File: config.mk
export PLATFORM = sky130hd
export DESIGN_NAME = pwr_mode_seq
export DESIGN_NICKNAME = d
export VERILOG_FILES = /design/src/rtl/pms_pkg.sv /design/src/rtl/pms_req_decode.sv /design/src/rtl/pms_ack_filter.sv /design/src/rtl/pms_enter_timer.sv /design/src/rtl/pms_fsm.sv /design/src/rtl/pwr_mode_seq.sv
export SDC_FILE = /design/constraint.sdc
export NUM_CORES = 1
export LEC_CHECK = 0
export BUFFER_PORTS_ARGS = -buffer_cell sky130_fd_sc_hd__buf_2
export CORE_AREA = 4 4 67 69
export CTS_BUF_LIST = sky130_fd_sc_hd__clkbuf_8 sky130_fd_sc_hd__clkbuf_16
export CTS_CLUSTER_SIZE = 40
export DETAILED_ROUTE_END_ITERATION = 12
export DIE_AREA = 0 0 71 73
export PLACE_DENSITY = 0.51
export SLEW_MARGIN = 10
export SYNTH_ARGS = -nofsm -noshare
export SYNTH_HDL_FRONTEND = slang
export SYNTH_HIERARCHICAL = 1
export SYNTH_SLANG_ARGS = --single-unit
File: constraint.sdc
create_clock -name clk -period 2.25 [get_ports clk]
set_input_delay 0.1125 -clock clk [delete_from_list [all_inputs] [get_ports clk]]
set_output_delay 0.1125 -clock clk [all_outputs]
set_load 0.02 [all_outputs]
File: src/rtl/pms_pkg.sv
package pms_pkg;

  typedef enum logic [2:0] {
    ST_FULL  = 3'd0,
    ST_DOZE  = 3'd1,
    ST_QWAIT = 3'd2,
    ST_ENTER = 3'd3,
    ST_NAP   = 3'd4,
    ST_SLEEP = 3'd5,
    ST_SNOOP = 3'd6
  } pms_state_e;

  localparam int NUM_STATES = 7;
  localparam int MODE_W     = 3;

  typedef enum logic [1:0] {
    REQ_NONE  = 2'd0,
    REQ_DOZE  = 2'd1,
    REQ_NAP   = 2'd2,
    REQ_SLEEP = 2'd3
  } pms_req_e;

  // Exactly one mode bit together with the enable forms a valid request.
  function automatic pms_req_e decode_mode(logic [MODE_W-1:0] bits, logic pow);
    pms_req_e r;
    r = REQ_NONE;
    if (pow) begin
      unique case (bits)
        3'b001:  r = REQ_DOZE;
        3'b010:  r = REQ_NAP;
        3'b100:  r = REQ_SLEEP;
        default: r = REQ_NONE;
      endcase
    end
    return r;
  endfunction

  function automatic logic is_lowpower(pms_state_e s);
    return (s == ST_NAP) || (s == ST_SLEEP);
  endfunction

endpackage

File: src/rtl/pms_req_decode.sv
module pms_req_decode
  import pms_pkg::*;
#(
  parameter int NUM_WAKE = 6
) (
  input  logic [MODE_W-1:0]   mode_sel,
  input  logic                pow_en,
  input  logic [NUM_WAKE-1:0] wake_evt,
  input  logic                soft_rst,
  output pms_req_e            req,
  output logic                wake
);

  assign req  = decode_mode(mode_sel, pow_en);
  assign wake = (|wake_evt) | soft_rst;

  always_comb begin
    if (req != REQ_NONE) begin
      assert ($countones(mode_sel) == 1 && pow_en)
        else $error("p_single_mode_r4: request decoded from invalid mode bits");
    end
  end

endmodule

File: src/rtl/pms_ack_filter.sv
module pms_ack_filter #(
  parameter int ACK_LOW_MIN = 4
) (
  input  logic clk,
  input  logic rst_n,
  input  logic quiesce_ack,
  input  logic bus_tick,
  output logic ack_low_met
);

  localparam int CW = $clog2(ACK_LOW_MIN + 1);
  localparam logic [CW-1:0] SAT = CW'(ACK_LOW_MIN);

  logic [CW-1:0] low_cnt;

  always_ff @(posedge clk or negedge rst_n) begin
    if (!rst_n) low_cnt <= '0;
    else if (quiesce_ack) low_cnt <= '0;
    else if (bus_tick && (low_cnt != SAT)) low_cnt <= low_cnt + 1'b1;
  end

  assign ack_low_met = (low_cnt == SAT);

  p_sat_bound_r7: assert property (@(posedge clk) disable iff (!rst_n)
    low_cnt <= SAT);
  p_ack_clears_r7: assert property (@(posedge clk) disable iff (!rst_n)
    quiesce_ack |=> !ack_low_met);
  p_no_tick_hold_r7: assert property (@(posedge clk) disable iff (!rst_n)
    (!quiesce_ack && !bus_tick) |=> $stable(low_cnt));

endmodule

File: src/rtl/pms_enter_timer.sv
module pms_enter_timer #(
  parameter int ENTER_CYC = 6
) (
  input  logic clk,
  input  logic rst_n,
  input  logic load,
  input  logic run,
  output logic expired
);

  localparam int CW = $clog2(ENTER_CYC + 1);
  localparam logic [CW-1:0] START = CW'(ENTER_CYC - 1);

  logic [CW-1:0] cnt;

  always_ff @(posedge clk or negedge rst_n) begin
    if (!rst_n) cnt <= '0;
    else if (load) cnt <= START;
    else if (run && cnt != '0) cnt <= cnt - 1'b1;
  end

  assign expired = run && (cnt == '0);

  p_load_start_r5: assert property (@(posedge clk) disable iff (!rst_n)
    load |=> cnt == START);
  p_count_down_r5: assert property (@(posedge clk) disable iff (!rst_n)
    (run && !load && cnt != '0) |=> cnt == $past(cnt) - 1'b1);

endmodule

File: src/rtl/pms_fsm.sv
module pms_fsm
  import pms_pkg::*;
(
  input  logic       clk,
  input  logic       rst_n,
  input  pms_req_e   req,
  input  logic       wake,
  input  logic       quiesce_ack,
  input  logic       ack_low_met,
  input  logic       delay_done,
  input  logic       snoop_done,
  output pms_state_e state,
  output logic       timer_load,
  output logic       timer_run
);

  pms_state_e state_nx;
  logic       tgt_sleep, tgt_sleep_nx;
  logic       snoop_seen;
  pms_state_e lp_target;

  assign lp_target  = tgt_sleep ? ST_SLEEP : ST_NAP;
  assign timer_load = (state == ST_QWAIT) && quiesce_ack;
  assign timer_run  = (state == ST_ENTER);

  always_comb begin
    state_nx     = state;
    tgt_sleep_nx = tgt_sleep;
    unique case (state)
      ST_FULL: begin
        if (!wake) begin
          unique case (req)
            REQ_DOZE:  state_nx = ST_DOZE;
            REQ_NAP:   begin state_nx = ST_QWAIT; tgt_sleep_nx = 1'b0; end
            REQ_SLEEP: begin state_nx = ST_QWAIT; tgt_sleep_nx = 1'b1; end
            default:   state_nx = ST_FULL;
          endcase
        end
      end
      ST_DOZE:  state_nx = ST_DOZE;
      ST_QWAIT: if (quiesce_ack) state_nx = ST_ENTER;
      ST_ENTER: if (delay_done) state_nx = lp_target;
      ST_NAP, ST_SLEEP: if (ack_low_met) state_nx = ST_SNOOP;
      ST_SNOOP: if (quiesce_ack && (snoop_seen || snoop_done)) state_nx = lp_target;
      default:  state_nx = ST_FULL;
    endcase
    if (wake && state != ST_FULL) state_nx = ST_FULL;
  end

  always_ff @(posedge clk or negedge rst_n) begin
    if (!rst_n) begin
      state      <= ST_FULL;
      tgt_sleep  <= 1'b0;
      snoop_seen <= 1'b0;
    end else begin
      state      <= state_nx;
      tgt_sleep  <= tgt_sleep_nx;
      snoop_seen <= (state == ST_SNOOP) && (snoop_seen || snoop_done);
    end
  end

  p_wake_exit_r6: assert property (@(posedge clk) disable iff (!rst_n)
    (wake && state != ST_FULL) |=> state == ST_FULL);
  p_hold_for_ack_r5: assert property (@(posedge clk) disable iff (!rst_n)
    (state == ST_QWAIT && !quiesce_ack && !wake) |=> state == ST_QWAIT);
  p_snoop_needs_done_r8: assert property (@(posedge clk) disable iff (!rst_n)
    (state == ST_SNOOP && !snoop_seen && !snoop_done && !wake) |=> state == ST_SNOOP);
  p_doze_direct_r2: assert property (@(posedge clk) disable iff (!rst_n)
    (state == ST_FULL && req == REQ_DOZE && !wake) |=> state == ST_DOZE);
  p_invalid_stays_r4: assert property (@(posedge clk) disable iff (!rst_n)
    (state == ST_FULL && req == REQ_NONE) |=> state == ST_FULL);

endmodule

File: src/rtl/pwr_mode_seq.sv
module pwr_mode_seq
  import pms_pkg::*;
#(
  parameter int NUM_WAKE    = 6,
  parameter int ENTER_CYC   = 6,
  parameter int ACK_LOW_MIN = 4
) (
  input  logic                  clk,
  input  logic                  rst_n,
  input  logic                  soft_rst,
  input  logic [NUM_WAKE-1:0]   wake_evt,
  input  logic [2:0]            mode_sel,
  input  logic                  pow_en,
  input  logic                  cache_lp_en,
  input  logic                  quiesce_ack,
  input  logic                  bus_tick,
  input  logic                  snoop_done,
  output logic                  quiesce_req,
  output logic [NUM_STATES-1:0] state_oh,
  output logic                  unit_clk_en,
  output logic                  rcv_en,
  output logic                  snoop_en,
  output logic                  timer_clk_en,
  output logic                  ext_sram_sleep
);

  pms_req_e   req;
  logic       wake;
  logic       ack_low_met;
  logic       delay_done;
  logic       timer_load;
  logic       timer_run;
  pms_state_e state;

  pms_req_decode #(.NUM_WAKE(NUM_WAKE)) u_dec (
    .mode_sel (mode_sel),
    .pow_en   (pow_en),
    .wake_evt (wake_evt),
    .soft_rst (soft_rst),
    .req      (req),
    .wake     (wake)
  );

  pms_ack_filter #(.ACK_LOW_MIN(ACK_LOW_MIN)) u_filt (
    .clk         (clk),
    .rst_n       (rst_n),
    .quiesce_ack (quiesce_ack),
    .bus_tick    (bus_tick),
    .ack_low_met (ack_low_met)
  );

  pms_enter_timer #(.ENTER_CYC(ENTER_CYC)) u_tmr (
    .clk     (clk),
    .rst_n   (rst_n),
    .load    (timer_load),
    .run     (timer_run),
    .expired (delay_done)
  );

  pms_fsm u_fsm (
    .clk         (clk),
    .rst_n       (rst_n),
    .req         (req),
    .wake        (wake),
    .quiesce_ack (quiesce_ack),
    .ack_low_met (ack_low_met),
    .delay_done  (delay_done),
    .snoop_done  (snoop_done),
    .state       (state),
    .timer_load  (timer_load),
    .timer_run   (timer_run)
  );

  for (genvar i = 0; i < NUM_STATES; i++) begin : g_oh
    assign state_oh[i] = (state == pms_state_e'(i));
  end

  logic in_lp;
  assign in_lp          = is_lowpower(state);
  assign quiesce_req    = !(state_oh[ST_FULL] || state_oh[ST_DOZE]);
  assign unit_clk_en    = state_oh[ST_FULL] || state_oh[ST_QWAIT] || state_oh[ST_ENTER];
  assign rcv_en         = !in_lp;
  assign snoop_en       = !(in_lp || state_oh[ST_ENTER]);
  assign timer_clk_en   = !state_oh[ST_SLEEP];
  assign ext_sram_sleep = cache_lp_en && in_lp;

  p_onehot_r10: assert property (@(posedge clk) disable iff (!rst_n)
    $countones(state_oh) == 1);
  p_sram_sleep_r9: assert property (@(posedge clk) disable iff (!rst_n)
    ext_sram_sleep |-> (quiesce_req && !unit_clk_en && !rcv_en));
  p_req_drop_r6: assert property (@(posedge clk) disable iff (!rst_n)
    $fell(quiesce_req) |-> state_oh[ST_FULL]);
  p_snoop_rcv_r10: assert property (@(posedge clk) disable iff (!rst_n)
    snoop_en |-> rcv_en);

endmodule

Yosys cells after proc, flatten, opt, wreduce, memory -nomap -nowiden
Index checks and enable logic that the tools add are counted. W data, S select, Z words.

Register bits after elaboration: 11. Input bits: 17. Output and inout bits: 13. Word-level logic and storage cells: 74.

$add $sub $neg: 2. Equality and inequality tests: 19. Multiplexer cells: 16. Bitwise operators: 2. Reduce and logical (&&, ||, !) cells: 30.

Operator list (count): $mux W3 (10); $pmux W3 S6 (1); $eq A3 B3 Y1 const B (5); $eq A3 B2 Y1 const B (3); $ne A3 B2 Y1 const B (3); $logic_and A1 B1 Y1 (8); $eq A3 B1 Y1 const B (2); $logic_not A3 Y1 (2); $logic_or A1 B1 Y1 (6); $ne A3 B3 Y1 const B (2); $pmux W2 S3 (1); $reduce_bool A2 Y1 (3); $reduce_bool A3 Y1 (2); $reduce_or A6 Y1 (1); $reduce_and A5 Y1 (1); $eq A2 B2 Y1 const B (2); $logic_not A1 Y1 (4); $pmux W2 S2 (1); $reduce_or A2 Y1 (2); $add A3 B1 Y3 const B (1); $ne A3 B1 Y1 const B (1); $reduce_and A3 Y1 (1); $sub A3 B1 Y3 const B (1); $eq A2 B1 Y1 const B (1); 5 further kinds (5).

Depth between registers and ports, before layout
Gate-level depths: netlist (run 1).

Word-level depth: 9. Depth in mapped cells: 9. Gate-level depth less buffers: 8.

Modules after synthesis
The synthesis (run 1) kept the hierarchy.

By module, submodules not included: pms_fsm (times used 1, cells each 40, area each 385.4 sq um, sequential area each 125.1 sq um); pms_ack_filter (times used 1, cells each 18, area each 197.7 sq um, sequential area each 75.1 sq um); pms_enter_timer (times used 1, cells each 18, area each 192.7 sq um, sequential area each 75.1 sq um); pwr_mode_seq (times used 1, cells each 16, area each 93.8 sq um, sequential area each 0.0 sq um); pms_req_decode (times used 1, cells each 7, area each 47.5 sq um, sequential area each 0.0 sq um).

Worst setup path before layout (run 1)
OpenSTA, ideal clock, no wires.

Kind: flip-flop to flip-flop. From: reg u_fsm.state[1]. To: reg u_fsm.state[0]. Arrival time: 1.842 ns. Slack: 0.276 ns. Stages on the path, launching flop included: 9. Clock period less this slack: 1.974 ns. Path through: dfrtp_1 buf_2 nor3b_1 inv_1 nor2_1 mux2i_1 nand3b_1 nand3_1 mux2i_1.

Word-level cells in the longest chain between the ends: 4.

Ends and longest elaborated chain: start, declared (line pms_fsm.sv:12) `output pms_state_e state,`; start signal, assigned (line pms_fsm.sv:56) `state <= state_nx;`; $eq A3 B2 Y1 (line pms_fsm.sv:24) `assign timer_run = (state == ST_ENTER);`; named net timer_run (line pwr_mode_seq.sv:32) `logic timer_run;`; $logic_and A1 B1 Y1 (line pms_enter_timer.sv:22) `assign expired = run && (cnt == '0);`; named net delay_done (line pwr_mode_seq.sv:30) `logic delay_done;`; $ne A3 B2 Y1 (no line); $reduce_and A5 Y1 (no line).

The timed path passes the listed nets, and every way through them passes these cells. A chain may end at the register's enable or synchronous reset.

Worst setup path in the final report (run 1)
From: reg u_fsm.state[0]. To: reg u_fsm.state[0].

The elaborated chain is that of the path after synthesis.

==> metrics.md, run 1 <==
| Metric | Value |
|---|---|
| Status | completed |
| ANT cells | 0 |
| Leakage Power | 0.564 nW |
| Asr flop ratio synth | 100% |
| Post-CTS Setup Inserts | 0 |
| RSZ-0062 raised after global routing | false |
| Main synth FF type | dfrtp_1 |
| Port bufs | 29 |
| FMAX | 595 MHz |
| Crit path top cell by count | mux2i_1 |
| Layout cell share with drive strength beyond 1 | 40.6% |
| CP Capture Type | register |
| Final wirelength | 1.98 mm |
| Die Height | 73 um |
| Post-synthesis cell type count | 44 |
| CTS tree | built |
| Synth Warn # | 6 |
| Tmin final | 1.68 ns |
| Vias in the first global route | 786 |
| Detailed Place HPWL | 1.58 mm |
| Largest net degree at the start of global routing | 12 |
| DRT iter0 DRCs | 16 |
| CTS Buffer Depth | 2 |
| Worst path slowest cell | dfrtp_1 |
| First-pass GRT wire length | 3.31 mm |
| Die area | 5180 um2 |
| Delay-heaviest family, CP | simple AND/OR/NAND/NOR gates |
| Max-cap violation count | 0 |
| Antenna-violating nets left | 0 |
| Drt first pass iters | 4 |
| Sequential share of power | 45.2% |
| CTS resizes | 0 |
| Comb pwr share | 12.2% |
| Min-delay worst type | input pin to register |
| Post-Syn Instances | 99 |
| Switch share | 23.0% |
| Crit-path cells | inv_2 -> nor3b_1 -> inv_1 -> nor2_1 -> mux2i_1 -> nand3b_1 -> nand3_1 -> mux2i_1 |
| Post-Route Setup TNS | 0 ns |
| Final hold vios | 0 |
| Post-layout util | 29.9% |
| Area Overhead vs Synth | 27.7% |
| P per Cell Area | 392 nW/um2 |
| Total chip power | 0.459 mW |
| Worst-Skew Late Latency | 0.24 ns |
| Slowest Stage Delay on Critical Path | 0.50 ns |
| Sequential cell area fraction in the yosys report | 30.0% |
| Crit-path max FO | 9 |
| CTS Buf Count | 3 |
| Pint | 0.353 mW |
| Setup skew after layout | 0.00130 ns |
| Routed wire per std cell | 10.8 um |
| Vias per cell | 4.50 |
| Initial Util | 23.4% |
| Dpl cells | 178 |
| P_sw | 0.106 mW |
| Synthesized area | 917 um2 |
| CP Class | register to register |
| Global-route usage over all layers | 7.78% |
| Final Non-Filler Cells | 183 |
| Syn Area/Cell | 9.26 um2 |
| EDFF count, synth | 0 |
| Root buf cell | clkbuf_8 |
| H-tree depth | 1 |
| WP data required | 2.36 ns |
| Clk slew on worst S/H paths | 0.05 ns |
| Final Max Slew Viols | 0 |
| Seq cells post-synth | 11 |
| Clock power frac | 42.7% |
| Crit path DAT | 1.79 ns |
| CTS Sinks | 11 |
| Worst ir drop on vdd | 220 uV |
| Type of origin of the critical path | register |
| IO Pins | 30 |
| Slew margin rel. | 62.2% |
| Layout net count | 155 |
| Std cell rows | 23 |
| Initial antenna violation count | 0 |
| GPL Wtd Cong | 0.698 |
| Period utilization | 74.6% |
| Core ar. | 3910 um2 |
| WP buf/inv | 2 |
| Worst-Margin Slew | 0.560 ns |
| Die X | 71 um |
| Vias after detailed routing | 824 |
| Synthesized net count | 120 |
| Cts hold-fix bufs | 1 |
| DRC | 0 |
| # setup viols final | 0 |
| Total gr overflow | 0 |
==> worst register-to-register path, cell delays in order, from the launching register on <==
cell	delay, ns
dfrtp_1	0.50
inv_2	0.11
nor3b_1	0.26
inv_1	0.07
nor2_1	0.20
mux2i_1	0.11
nand3b_1	0.10
nand3_1	0.09
mux2i_1	0.12
==> synthesized netlist by cell type (2+ instances only) <==
library cell / instances / share of area (%)
a21oi_1: 5 / 2.7
and2_1: 2 / 1.4
and3_2: 2 / 1.6
buf_6: 3 / 3.7
dfrtp_1: 11 / 30
ha_1: 4 / 5.5
inv_1: 6 / 2.5
inv_2: 3 / 1.2
mux2_4: 2 / 3.3
mux2i_1: 3 / 3.3
nand2_1: 5 / 2.0
nand2b_1: 4 / 2.7
nor2_1: 7 / 2.9
nor2_2: 2 / 1.4
nor2b_1: 2 / 1.4
nor3_1: 4 / 2.2
nor3b_1: 5 / 4.1
nor4_1: 2 / 1.4
xnor2_1: 2 / 1.9
==> power groups by stage <==
stage	sequential, mW	clock [mW]	combinational (mW)
5_1_grt	0.208	0.215	0.0632
3_3_place_gp	0.210	0	0.0540
4_1_cts	0.207	0.206	0.0573
6_report	0.207	0.196	0.0559
2_1_floorplan	0.210	0	0.0299
3_5_place_dp	0.211	0	0.0555
==> worst paths after layout <==
| kind | start | endpoint | slack (ns) | cells past startpoint |
|---|---|---|---|---|
| max | u_fsm/state[0] | u_fsm/state[0] | 0.57 | 8 |
| min | quiesce_ack | u_filt/low_cnt[2] | 0.13 | 2 |
| max reg2reg | u_fsm/state[0] | u_fsm/state[0] | 0.57 | 8 |
| min reg2reg | u_tmr/cnt[2] | u_tmr/cnt[2] | 0.52 | 1 |
| max in group asynchronous | rst_n | u_filt/low_cnt[2] | 1.76 | 2 |
| min in group asynchronous | rst_n | u_tmr/cnt[2] | 0.28 | 2 |
==> placed cells by master, fill, tap and decap left out, types with 3 or more instances in the layout <==
cell type  count
nand2_1        5
ha_1           4
nor2_1         7
clkbuf_8       3
buf_4          4
a21oi_1        5
inv_2          3
nand2b_1       4
nor3b_1        5
mux2i_1        3
inv_1          7
buf_2         29
dfrtp_1       11
nor3_1         4
==> layout make-up <==
type | instances | area, um2
Inverter | 9 | 33.8
Fill cell | 439 | 2740
Clock inverter | 1 | 3.75
Multi-Input combinational cell | 75 | 569
Tap cell | 50 | 62.6
Clock buffer | 3 | 41.3
Timing Repair Buffer | 34 | 185
Sequential cell | 11 | 275
==> kinds of logic after synthesis <==
| group | count (synthesis) | synth area share (%) |
|---|---|---|
| XOR/XNOR | 2 | 1.91 |
| flip-flops | 11 | 30.0 |
| multiplexers | 5 | 6.55 |
| AO/OA/AOI/OAI | 17 | 14.6 |
| AND/OR/NAND/NOR | 47 | 33.6 |
| buffers and inverters | 13 | 7.91 |
| adder cells (fa/ha/maj) | 4 | 5.46 |
==> metrics by stage <==
stage | hold WS [ns] | setup WS, ns | area (um2)
2_1_floorplan | -0.183 | 0.276 | 917
3_3_place_gp | 0.00972 | 0.696 | 1120
3_5_place_dp | 0.00519 | 0.590 | 1120
4_1_cts | 0.127 | 0.561 | 1170
5_1_grt | 0.152 | 0.389 | 1170
6_report | 0.132 | 0.570 | 1170
==> state kept, by name, summed over array words and instances, names as in the netlist <==
name	cells
u_tmr/cnt	3
u_filt/low_cnt	3
u_fsm/state	3
u_fsm/snoop_seen	1
u_fsm/tgt_sleep	1
==> routing by layer <==
metal	global-route usage, %	routed length (um)	share of wire (%)
met4	3.13	0	0
met1	9.11	911	46
met5	0	0	0
met2	13.0	875	44
met3	2.75	190	9.6
Note: power is estimated with default switching activity, not from simulation.
==> run 2, diff against run 1 <==
ABC_AREA = 1   (was default)
CORE_AREA = 4 4 65 67   (was 4 4 67 69)
DIE_AREA = 0 0 69 71   (was 0 0 71 73)
PLACE_DENSITY = 0.53   (was 0.51)
clock period = 1.5 ns   (was 2.25 ns; I/O delays follow)
==> metrics.md, run 2 <==
| Metric | Value |
|---|---|
| Comb pwr share | 22.4% (+10 points) |
| Final Non-Filler Cells | 226 (+23%) |
| Multi-input gate area | 492 um2 (-14%) |
| DRC | 0 (unchanged) |
| Synthesized area | 862 um2 (-6.0%) |
| Post-synthesis cell type count | 16 (-64%) |
| RSZ-0062 raised after global routing | true |
| EDFF count, synth | 0 (unchanged) |
| Initial antenna violation count | 0 (unchanged) |
| Synthesized net count | 158 (+32%) |
| Type of origin of the critical path | register |
| Setup skew after layout | 0.00257 ns (+0.00126 ns) |
| Max-cap violation count | 0 (unchanged) |
| # setup viols final | 0 (unchanged) |
| Most frequent cells in the layout | buf_2 (28), inv_1 (27), nand2_1 (25) |
| Leading area contributor after synthesis | dfrtp_1 |
| WP data required | 1.42 ns (-0.94 ns) |
| Die area | 4900 um2 (-5.5%) |
| Std cell rows | 22 (-4.3%) |
| Detailed Place HPWL | 1.59 mm (+0.76%) |
| Tmin final | 1.42 ns |
| CTS tree | built |
| Vias in the first global route | 869 (+11%) |
| CTS Buf Count | 3 (unchanged) |
| Seq cells post-synth | 11 (unchanged) |
| Synth Warn # | 6 (unchanged) |
| Crit-path max FO | 6 (-3) |
| ANT cells | 0 (unchanged) |
| Die Height | 71 um (-2.7%) |
| Share of Yosys cell area claimed by the top area cell type | 31.9% (+1.9 points) |
| Layout net count | 200 (+29%) |
| Leakage Power | 0.693 nW (+23%) |
| CP Capture Type | output port |
| CTS Sinks | 11 (unchanged) |
| Register area | 277 um2 (+0.45%) |
| Port bufs | 29 (unchanged) |
| Total chip power | 0.797 mW (+74%) |
| Worst-Skew Late Latency | 0.24 ns (about the same) |
| DRT iter0 DRCs | 27 (+11) |
| Status | completed |
| Vias per cell | 4.20 (-6.6%) |
| Filler cell count in the final layout | 417 (-5.0%) |
| Syn Area/Cell | 6.29 um2 (-32%) |
| Final worst slack | 0.0806 ns (-0.490 ns) |
| Die X | 69 um (-2.8%) |
| Crit path DAT | 1.34 ns (-0.45 ns) |
| Commonest cells in the netlist | inv_1 (27), nand2_1 (26), nor2_1 (24), nand3_1 (20), dfrtp_1 (11) |
| GPL Wtd Cong | 0.849 (+22%) |
| Final wirelength | 1.98 mm (about the same) |
| Pint | 0.561 mW (+59%) |
| Sequential share of power | 40.3% (-4.9 points) |
| Final Max Slew Viols | 0 (unchanged) |
| Initial Util | 23.7% (+0.29 points) |
| Drt first pass iters | 4 (unchanged) |
| Clk slew on worst S/H paths | 0.05 ns (about the same) |
| Antenna-violating nets left | 0 (unchanged) |
| Setup Slack @ Placement | 0.0761 ns (-0.514 ns) |
| FMAX | 705 MHz |
| Asr flop ratio synth | 100% (unchanged) |
| Commonest non-fill, non-tap cell in the layout | buf_2 |
| H-tree depth | 1 (unchanged) |
| Vias after detailed routing | 950 (+15%) |
| Area Overhead vs Synth | 37.9% |
| Main synth FF type | dfrtp_1 |
| First-pass GRT wire length | 3.57 mm (+7.7%) |
| Layout cell share with drive strength beyond 1 | 29.2% (-11 points) |
| Worst ir drop on vdd | 591 uV (+170%) |
| Final hold vios | 0 (unchanged) |
| Root buf cell | clkbuf_8 |
| Min-delay worst type | input pin to register |
| P per Cell Area | 671 nW/um2 (+71%) |
| P_sw | 0.236 mW (+120%) |
| Core ar. | 3630 um2 (-7.2%) |
| Slew margin rel. | 81.5% (+19 points) |
| Dpl cells | 218 (+22%) |
| Post-layout util | 32.7% (+2.8 points) |
| CTS Buffer Depth | 2 (unchanged) |
| Clock power frac | 37.4% (-5.3 points) |
| Worst-Margin Slew | 0.278 ns (-0.282 ns) |
| Area contributors post-synth | dfrtp_1 (32%), inv_1 (12%), nand3_1 (12%) |
| Routed wire per std cell | 8.76 um (-19%) |
| Period utilization | 94.6% |
| Largest net degree at the start of global routing | 13 (+1) |
| Total gr overflow | 0 (unchanged) |
| Largest regs | u_filt/low_cnt: 3 flops, u_fsm/state: 3 flops, u_tmr/cnt: 3 flops |
| Sequential cell area fraction in the yosys report | 31.9% (+1.9 points) |
| CP Class | register to output port |
| Global-route usage over all layers | 8.64% (+0.86 points) |
| Post-Syn Instances | 137 (+38%) |
| Post-Route Setup TNS | 0 ns (unchanged) |
| Cell with the most instances after synthesis | inv_1 |
| IO Pins | 30 (unchanged) |
| Switch share | 29.6% (+6.6 points) |
[run 2: cell families after synthesis]
group | Yosys count | share of synthesized area [%]
and+or+nand+nor | 86 | 45.4
AOI/OAI and AO/OA | 8 | 4.64
adders and majority gates | 4 | 5.81
DFF | 11 | 31.9
buffers and inverters | 28 | 12.2
[run 2: routing by layer]
metal  wire (um)  track usage [%]
met1         881             10.8
met2         968             14.4
met3         120             2.84
met4           8             1.95
met5           0                0
[run 2: path summary, 6_finish.rpt]
check | start | to | slack, ns | cells past startpoint
max in group asynchronous | rst_n | u_fsm/state[0] | 1.01 | 2
min | snoop_done | u_fsm/snoop_seen | 0.08 | 3
max reg2reg | u_tmr/cnt[0] | u_fsm/state[1] | 0.13 | 9
max | u_fsm/state[0] | ext_sram_sleep | 0.08 | 5
min reg2reg | u_tmr/cnt[0] | u_tmr/cnt[0] | 0.49 | 2
min in group asynchronous | rst_n | u_fsm/snoop_seen | 0.25 | 2
[run 2: final cells by class]
class	instances	share of cell area (%)
clock inverter	1	0.316
inverter	28	8.84
timing repair buffer	37	17.7
clock buffer	3	3.47
tap	48	5.05
sequential	11	23.3
multi-input combinational	98	41.4
[run 2: per-stage QoR]
stage               instance area (um2)  hold WS (ns)
floorplan                           862        -0.221
global placement                   1100       -0.0287
detailed placement                 1100       -0.0289
CTS                                1150        0.0826
global route                       1190        0.0848
finish                             1190        0.0836
[run 2: repair_timing]
| action | CTS | global route |
|---|---|---|
| hold endpoints to repair | 11 | 0 |
| setup buffers | 0 | 3 |
| hold buffers | 1 | 0 |
| setup endpoints to repair | 0 | 7 |
| resized for setup | 0 | 5 |
[run 2: critical path, stage by stage (launching register included)]
cell     delay (ns)
dfrtp_2        0.44
buf_4          0.16
inv_1          0.08
nand3_1        0.12
a21oi_1        0.15
buf_4          0.16
[run 2: power by group through the flow]
stage,clock network [mW],registers [mW],logic (mW)
final,0.298,0.321,0.178
after global routing,0.332,0.323,0.205
after global placement,0,0.326,0.173
after floorplan,0,0.327,0.104
after detailed placement,0,0.326,0.173
after CTS,0.310,0.321,0.176
